<file path="src/rtl/cpu_sleep_pkg.sv">
package cpu_sleep_pkg;

    typedef enum logic [2:0] {
        ST_RUN      = 3'd0,
        ST_STOPWAIT = 3'd1,
        ST_DELAY    = 3'd2,
        ST_SLEEP    = 3'd3,
        ST_WAKE     = 3'd4
    } seq_state_t;

    localparam int REQ_W = 3;

    localparam logic [REQ_W-1:0] CODE_S1 = 3'd1;
    localparam logic [REQ_W-1:0] CODE_S2 = 3'd2;
    localparam logic [REQ_W-1:0] CODE_S3 = 3'd3;
    localparam logic [REQ_W-1:0] CODE_S4 = 3'd4;
    localparam logic [REQ_W-1:0] CODE_S5 = 3'd5;

endpackage

</file>
<file path="src/rtl/sleep_req_filter.sv">
module sleep_req_filter
    import cpu_sleep_pkg::*;
(
    input  logic             req_valid,
    input  logic [REQ_W-1:0] req_code,
    output logic             req_ok
);
    // S2 is unsupported; deep states share the light-sleep path
    always_comb begin
        unique case (req_code)
            CODE_S1, CODE_S3, CODE_S4, CODE_S5: req_ok = req_valid;
            default:                            req_ok = 1'b0;
        endcase
    end
endmodule

</file>
<file path="src/rtl/sleep_delay_cnt.sv">
module sleep_delay_cnt #(
    parameter int DELAY = 8
) (
    input  logic clk,
    input  logic rst,
    input  logic run,
    output logic expired
);
    localparam int CW = $clog2(DELAY) + 1;
    localparam logic [CW-1:0] LAST = CW'(DELAY - 1);

    logic [CW-1:0] cnt;

    always_ff @(posedge clk) begin
        if (rst || !run) cnt <= '0;
        else             cnt <= cnt + 1'b1;
    end

    assign expired = run && (cnt == LAST);
endmodule

</file>
<file path="src/rtl/throttle_gen.sv">
module throttle_gen #(
    parameter int PERIOD = 8,
    localparam int TW = $clog2(PERIOD),
    localparam int DW = TW + 1
) (
    input  logic          clk,
    input  logic          rst,
    input  logic          en,
    input  logic [DW-1:0] duty,
    output logic          on
);
    localparam logic [TW-1:0] LAST = TW'(PERIOD - 1);

    logic [TW-1:0] phase;

    always_ff @(posedge clk) begin
        if (rst || !en)      phase <= '0;
        else if (phase == LAST) phase <= '0;
        else                 phase <= phase + 1'b1;
    end

    assign on = en && ({1'b0, phase} < duty);
endmodule

</file>
<file path="src/rtl/sleep_fsm.sv">
module sleep_fsm
    import cpu_sleep_pkg::*;
(
    input  logic clk,
    input  logic rst,
    input  logic req_ok,
    input  logic slp_en,
    input  logic ack_pulse,
    input  logic wake,
    input  logic dly_expired,
    input  logic thr_on,
    output logic dly_run,
    output logic in_run,
    output logic stpclk_pull,
    output logic cpuslp_pull,
    output logic done
);
    seq_state_t state, nxt;
    logic       en_q;

    always_comb begin
        nxt = state;
        unique case (state)
            ST_RUN:      if (req_ok) nxt = ST_STOPWAIT;
            ST_STOPWAIT: if (wake) nxt = ST_WAKE;
                         else if (ack_pulse) nxt = en_q ? ST_DELAY : ST_SLEEP;
            ST_DELAY:    if (wake) nxt = ST_WAKE;
                         else if (dly_expired) nxt = ST_SLEEP;
            ST_SLEEP:    if (wake) nxt = ST_WAKE;
            ST_WAKE:     nxt = ST_RUN;
            default:     nxt = ST_RUN;
        endcase
    end

    always_ff @(posedge clk) begin
        if (rst) begin
            state <= ST_RUN;
            en_q  <= 1'b0;
        end else begin
            state <= nxt;
            if (state == ST_RUN && req_ok) en_q <= slp_en;
        end
    end

    always_comb begin
        in_run      = (state == ST_RUN);
        dly_run     = (state == ST_DELAY);
        stpclk_pull = in_run ? thr_on : 1'b1;
        cpuslp_pull = (state == ST_SLEEP) && en_q;
        done        = (state == ST_SLEEP);
    end
endmodule

</file>
<file path="src/rtl/cpu_sleep_seq.sv">
module cpu_sleep_seq
    import cpu_sleep_pkg::*;
#(
    parameter int SLP_DELAY  = 8,
    parameter int THR_PERIOD = 8,
    localparam int DUTY_W = $clog2(THR_PERIOD) + 1
) (
    input  logic              clk,
    input  logic              rst,
    input  logic              req_valid,
    input  logic [REQ_W-1:0]  req_code,
    input  logic              slp_en,
    input  logic              ack_pulse,
    input  logic              overheat,
    input  logic [DUTY_W-1:0] thr_duty,
    input  logic              wake,
    output logic              stpclk_pull,
    output logic              cpuslp_pull,
    output logic              done
);
    logic req_ok, dly_run, dly_expired, in_run, thr_on;

    sleep_req_filter u_filt (
        .req_valid (req_valid),
        .req_code  (req_code),
        .req_ok    (req_ok)
    );

    sleep_delay_cnt #(.DELAY(SLP_DELAY)) u_dly (
        .clk     (clk),
        .rst     (rst),
        .run     (dly_run),
        .expired (dly_expired)
    );

    throttle_gen #(.PERIOD(THR_PERIOD)) u_thr (
        .clk  (clk),
        .rst  (rst),
        .en   (overheat && in_run),
        .duty (thr_duty),
        .on   (thr_on)
    );

    sleep_fsm u_fsm (
        .clk         (clk),
        .rst         (rst),
        .req_ok      (req_ok),
        .slp_en      (slp_en),
        .ack_pulse   (ack_pulse),
        .wake        (wake),
        .dly_expired (dly_expired),
        .thr_on      (thr_on),
        .dly_run     (dly_run),
        .in_run      (in_run),
        .stpclk_pull (stpclk_pull),
        .cpuslp_pull (cpuslp_pull),
        .done        (done)
    );
endmodule

</file>
<file path="config.mk">
export PLATFORM = sky130hd
export DESIGN_NAME = cpu_sleep_seq
export DESIGN_NICKNAME = d
export VERILOG_FILES = /design/src/rtl/cpu_sleep_pkg.sv /design/src/rtl/sleep_req_filter.sv /design/src/rtl/sleep_delay_cnt.sv /design/src/rtl/throttle_gen.sv /design/src/rtl/sleep_fsm.sv /design/src/rtl/cpu_sleep_seq.sv
export SDC_FILE = /design/constraint.sdc
export NUM_CORES = 1
export LEC_CHECK = 0
export BUFFER_PORTS_ARGS = -buffer_cell sky130_fd_sc_hd__buf_2
export CAP_MARGIN = 20
export CORE_AREA = 10 10 47 49
export CTS_CLUSTER_SIZE = 14
export DETAILED_ROUTE_END_ITERATION = 6
export DIE_AREA = 0 0 57 59
export PLACE_DENSITY = 0.69
export SYNTH_ARGS = -nofsm -noshare
export SYNTH_HDL_FRONTEND = slang
export SYNTH_SLANG_ARGS = --single-unit
</file>
<file path="constraint.sdc">
create_clock -name clk -period 4.31 [get_ports clk]
set_input_delay 0.2155 -clock clk [delete_from_list [all_inputs] [get_ports clk]]
set_output_delay 0.2155 -clock clk [all_outputs]
set_load 0.005 [all_outputs]
</file>
==> impl_summary.log <==
[metrics] kind of cell adding the most delay to the critical path: simple AND/OR/NAND/NOR gates
[metrics] number of instances resized during post-cts repair: 0
[metrics] flop-to-flop setup slack: 2.80 ns
[metrics] min Tclk post-route: 1.51 ns
[metrics] master of the slowest instance on the critical path: sky130_fd_sc_hd__or4b_4
[metrics] critical path data arrival time: 1.72 ns
[metrics] setup repair after global routing missed its margin: no
[metrics] DR iter-0 viols: 6
[metrics] Placement Rows: 14
[metrics] Net Sw Power: 51.3 µW
[metrics] worst reg2reg path endpoint: u_thr.phase[2]$_SDFF_PP0_
[metrics] synth warn: 0
[metrics] vertical die dimension: 59 µm
[metrics] I/O Buffers: 16
[metrics] via count of the first global-routing pass: 502
[metrics] Leak: 0.320 nW
[metrics] number of placed cells counting well taps: 92
[metrics] number of standard cells in the final layout excluding fillers: 96
[metrics] wire length of the first global-routing pass: 2080 µm
[metrics] antenna violations before repair: 0
[metrics] proportion of power drawn by flip-flops and latches: 53.4%
[metrics] sum of routed wire length over all layers: 1140 µm
[metrics] number of CTS-inserted buffers: 3
[metrics] worst-case reg-to-reg path depth: 5
[metrics] final count of negative-setup-slack endpoints: 0
[metrics] outcome: completed
[metrics] sort of element at the end of the critical path: register
[metrics] number of vias per cell: 4.96
[metrics] clock slew seen by the registers of the worst setup and hold paths: 0.07 ns
[metrics] Worst Hold Margin: 0.179 ns
[metrics] Worst-Margin Slew: 0.348 ns
[metrics] number of max-cap violations: 0
[metrics] Most common cell on crit path: sky130_fd_sc_hd__ha_1
[metrics] Max rail drop VDD: 0.000189 V
[metrics] internal power consumption: 158 µW
[metrics] TritonCTS clock tree: yes
[metrics] number of enable-type register cells in the synthesized netlist: 0
[metrics] maximum number of pins on one net before global-route repair: 11
[metrics] Peak Freq: 0.661 GHz
[metrics] Max transition margin: 76.6%
[metrics] post-synthesis cell type with the largest combined area: sky130_fd_sc_hd__dfxtp_1
[metrics] GRT Residual Overflow: 0
[metrics] Post-Place Cell Area: 658 µm²
[metrics] fraction of power spent switching nets: 24.5%
[metrics] Total Negative Setup Slacks: 0 ns
[metrics] post-CTS setup repair buffer count: 0
[metrics] Synth area leaders: sky130_fd_sc_hd__dfxtp_1 (38%), sky130_fd_sc_hd__ha_1 (11%), sky130_fd_sc_hd__or4b_4 (4.8%)
[metrics] global-route total usage across every layer: 7.66%
[metrics] detailed-router iteration count before antenna repair: 4
[metrics] highest cell delay on the worst timing path: 0.49 ns
[metrics] Final Max Slew Viols: 0
[metrics] CP Class: reg -> reg
[metrics] Clk Latency, worst-skew pair: 0.26 ns
[metrics] Synth Instances: 62
[metrics] sequential cell area fraction in the yosys report: 38.3%
[metrics] Detail Route Antenna Nets: 0
[metrics] power per cell area: 306 mW/mm²
[metrics] largest buffer count on any clock path: 2
[metrics] routed length per instance: 11.9 µm
[metrics] Starting Density: 41.0%
[metrics] Critical Path Source: u_thr.phase[0]$_SDFF_PP0_
[metrics] endpoint required time on the critical path: 4.52 ns
[metrics] mean post-synth cell area: 9.26 µm²
[metrics] Antenna diodes: 0
[metrics] count of nets after finishing: 100
[metrics] number of hold buffers added after CTS: 0
[metrics] Remaining DRCs: 0
[metrics] category of the worst setup path launch point: register
[metrics] reg-to-reg startpoint: u_thr.phase[0]$_SDFF_PP0_
[metrics] Buf+Inv Stages, Crit Path: 0
[metrics] end point of the critical path: u_thr.phase[2]$_SDFF_PP0_
[metrics] Layout fillers: 140
[metrics] dpl hpwl: 947 µm
[metrics] share of flip-flops with an asynchronous set or reset: 0%
[metrics] ordered list of cells on the worst path: ha_1, ha_1, or4b_4, nor3_2, and2_1
[metrics] horizontal die dimension: 57 µm
[metrics] distinct cell type count after synthesis: 29
[metrics] Setup Skew: 0.00772 ns
[metrics] path type of the worst min-delay path: in -> reg
[metrics] number of vias after detailed routing: 476
[metrics] most frequently used flop master after synthesis: sky130_fd_sc_hd__dfxtp_1
[metrics] final hold violation count: 0
[metrics] H-tree levels: 1
[metrics] total of flip-flops plus latches after synthesis: 11
[metrics] final estimated routing congestion in global placement: 0.629
[metrics] clock root buffer master: sky130_fd_sc_hd__clkbuf_4
[metrics] Critical Path Fanout Max: 3
[metrics] Layout area overhead: 19.2%
[metrics] number of stages on the worst setup path: 5
[metrics] fraction of layout cells with a size suffix above 1: 30.0%
[metrics] combinational group share of total power: 14.3%
[metrics] clock sink count: 11
[metrics] floorplan core area: 0.00140 mm²
[metrics] Boundary Pins: 17
[metrics] final period utilization: 35.1%
[metrics] Clk network pwr share: 32.2%
[metrics] net count after synthesis: 81
[metrics] top-area cell type share of the netlist area: 38.3%
[metrics] final design instance area without fill: 684 µm²
[metrics] area of the die: 0.00336 mm²
[metrics] cell area after technology mapping: 574 µm²
power by group through the flow:
stage          combinational (mW)  clock (mW)  sequential, mW
2_1_floorplan              0.0241           0           0.110
3_3_place_gp               0.0295           0           0.114
3_5_place_dp               0.0304           0           0.114
4_1_cts                    0.0305      0.0727           0.112
5_1_grt                    0.0348      0.0769           0.113
6_report                   0.0300      0.0675           0.112
area by class of cell:
type,count,area [µm²],share of cell area (%)
Sequential cell,11,220,32.2
Clock buffer,4,26.3,3.84
Multi-Input combinational cell,44,319,46.6
Timing Repair Buffer,16,80.1,11.7
Tap cell,16,20.0,2.93
Inverter,5,18.8,2.74
worst reg2reg max path: stages, from the launching register on:
cell	delay (ns)
sky130_fd_sc_hd__dfxtp_1	0.33
sky130_fd_sc_hd__ha_1	0.20
sky130_fd_sc_hd__ha_1	0.18
sky130_fd_sc_hd__or4b_4	0.49
sky130_fd_sc_hd__nor3_2	0.12
sky130_fd_sc_hd__and2_1	0.14
placed cells by master, fill, tap and decap left out, drive strengths merged:
cell,n
nand3,2
nor2b,1
buf,16
nor4,2
nor2,5
clkbuf,4
xnor2,1
ha,5
o21a,1
inv,5
a311oi,1
a21oi,3
o2111ai,1
dfxtp,11
mux2i,1
mux2,1
and2,3
nand3b,1
nor3,3
or4b,2
and3,1
o22ai,1
nand2b,1
o211ai,1
xor2,1
a211oi,1
o21ai,2
nand2,3
worst min path at each step:
stage	from	to	slack, ns	depth (start not counted)
5_1_grt	slp_en	u_fsm.en_q$_SDFFE_PP0P_	0.18	3
2_1_floorplan	rst	u_fsm.en_q$_SDFFE_PP0P_	0.29	1
3_5_place_dp	u_dly.cnt[0]$_SDFF_PP0_	u_dly.cnt[0]$_SDFF_PP0_	0.44	1
4_1_cts	slp_en	u_fsm.en_q$_SDFFE_PP0P_	0.17	3
6_report	slp_en	u_fsm.en_q$_SDFFE_PP0P_	0.18	3
3_3_place_gp	u_thr.phase[0]$_SDFF_PP0_	u_thr.phase[0]$_SDFF_PP0_	0.43	1
per-layer routing:
metal  global-route usage, %  vias up  part of all wire, %
met3                    4.94        0                  6.6
met4                    2.01        0                    0
li1                        -      258                    -
met1                    7.76      209                   44
met5                       0        -                    0
met2                    12.9        9                   50
metrics by stage:
| step | util [%] | power (mW) | setup slack, ns |
|---|---|---|---|
| finish | 48.8 | 0.209 | 2.80 |
| global route | 48.8 | 0.225 | 2.66 |
| CTS | 48.8 | 0.215 | 2.78 |
| detailed placement | 47.0 | 0.145 | 2.81 |
| global placement | 47.0 | 0.144 | 2.85 |
| floorplan | - | 0.134 | 2.89 |
flip-flops by register name (all words and copies together) (netlist names):
| name | cells |
|---|---|
| u_dly.cnt | 4 |
| u_fsm.state | 3 |
| u_fsm.en_q | 1 |
| u_thr.phase | 3 |
synthesized netlist by cell type, types with 2 or more instances:
| master | instances |
|---|---|
| sky130_fd_sc_hd__and2_1 | 3 |
| sky130_fd_sc_hd__nor2_1 | 5 |
| sky130_fd_sc_hd__nand3_1 | 2 |
| sky130_fd_sc_hd__or4b_4 | 2 |
| sky130_fd_sc_hd__nand2_1 | 3 |
| sky130_fd_sc_hd__inv_1 | 5 |
| sky130_fd_sc_hd__ha_1 | 5 |
| sky130_fd_sc_hd__nor3_1 | 2 |
| sky130_fd_sc_hd__a21oi_1 | 3 |
| sky130_fd_sc_hd__dfxtp_1 | 11 |
| sky130_fd_sc_hd__o21ai_0 | 2 |
| sky130_fd_sc_hd__nor4_1 | 2 |
cells by family after synthesis:
logic type	share of synthesized area [%]
flops	38.3
simple gates	25.5
xor+xnor	3.05
compound gates	12.4
fa+ha+maj	10.9
mux	3.70
buf+inv	6.10
(Power assumes the default switching activity.)
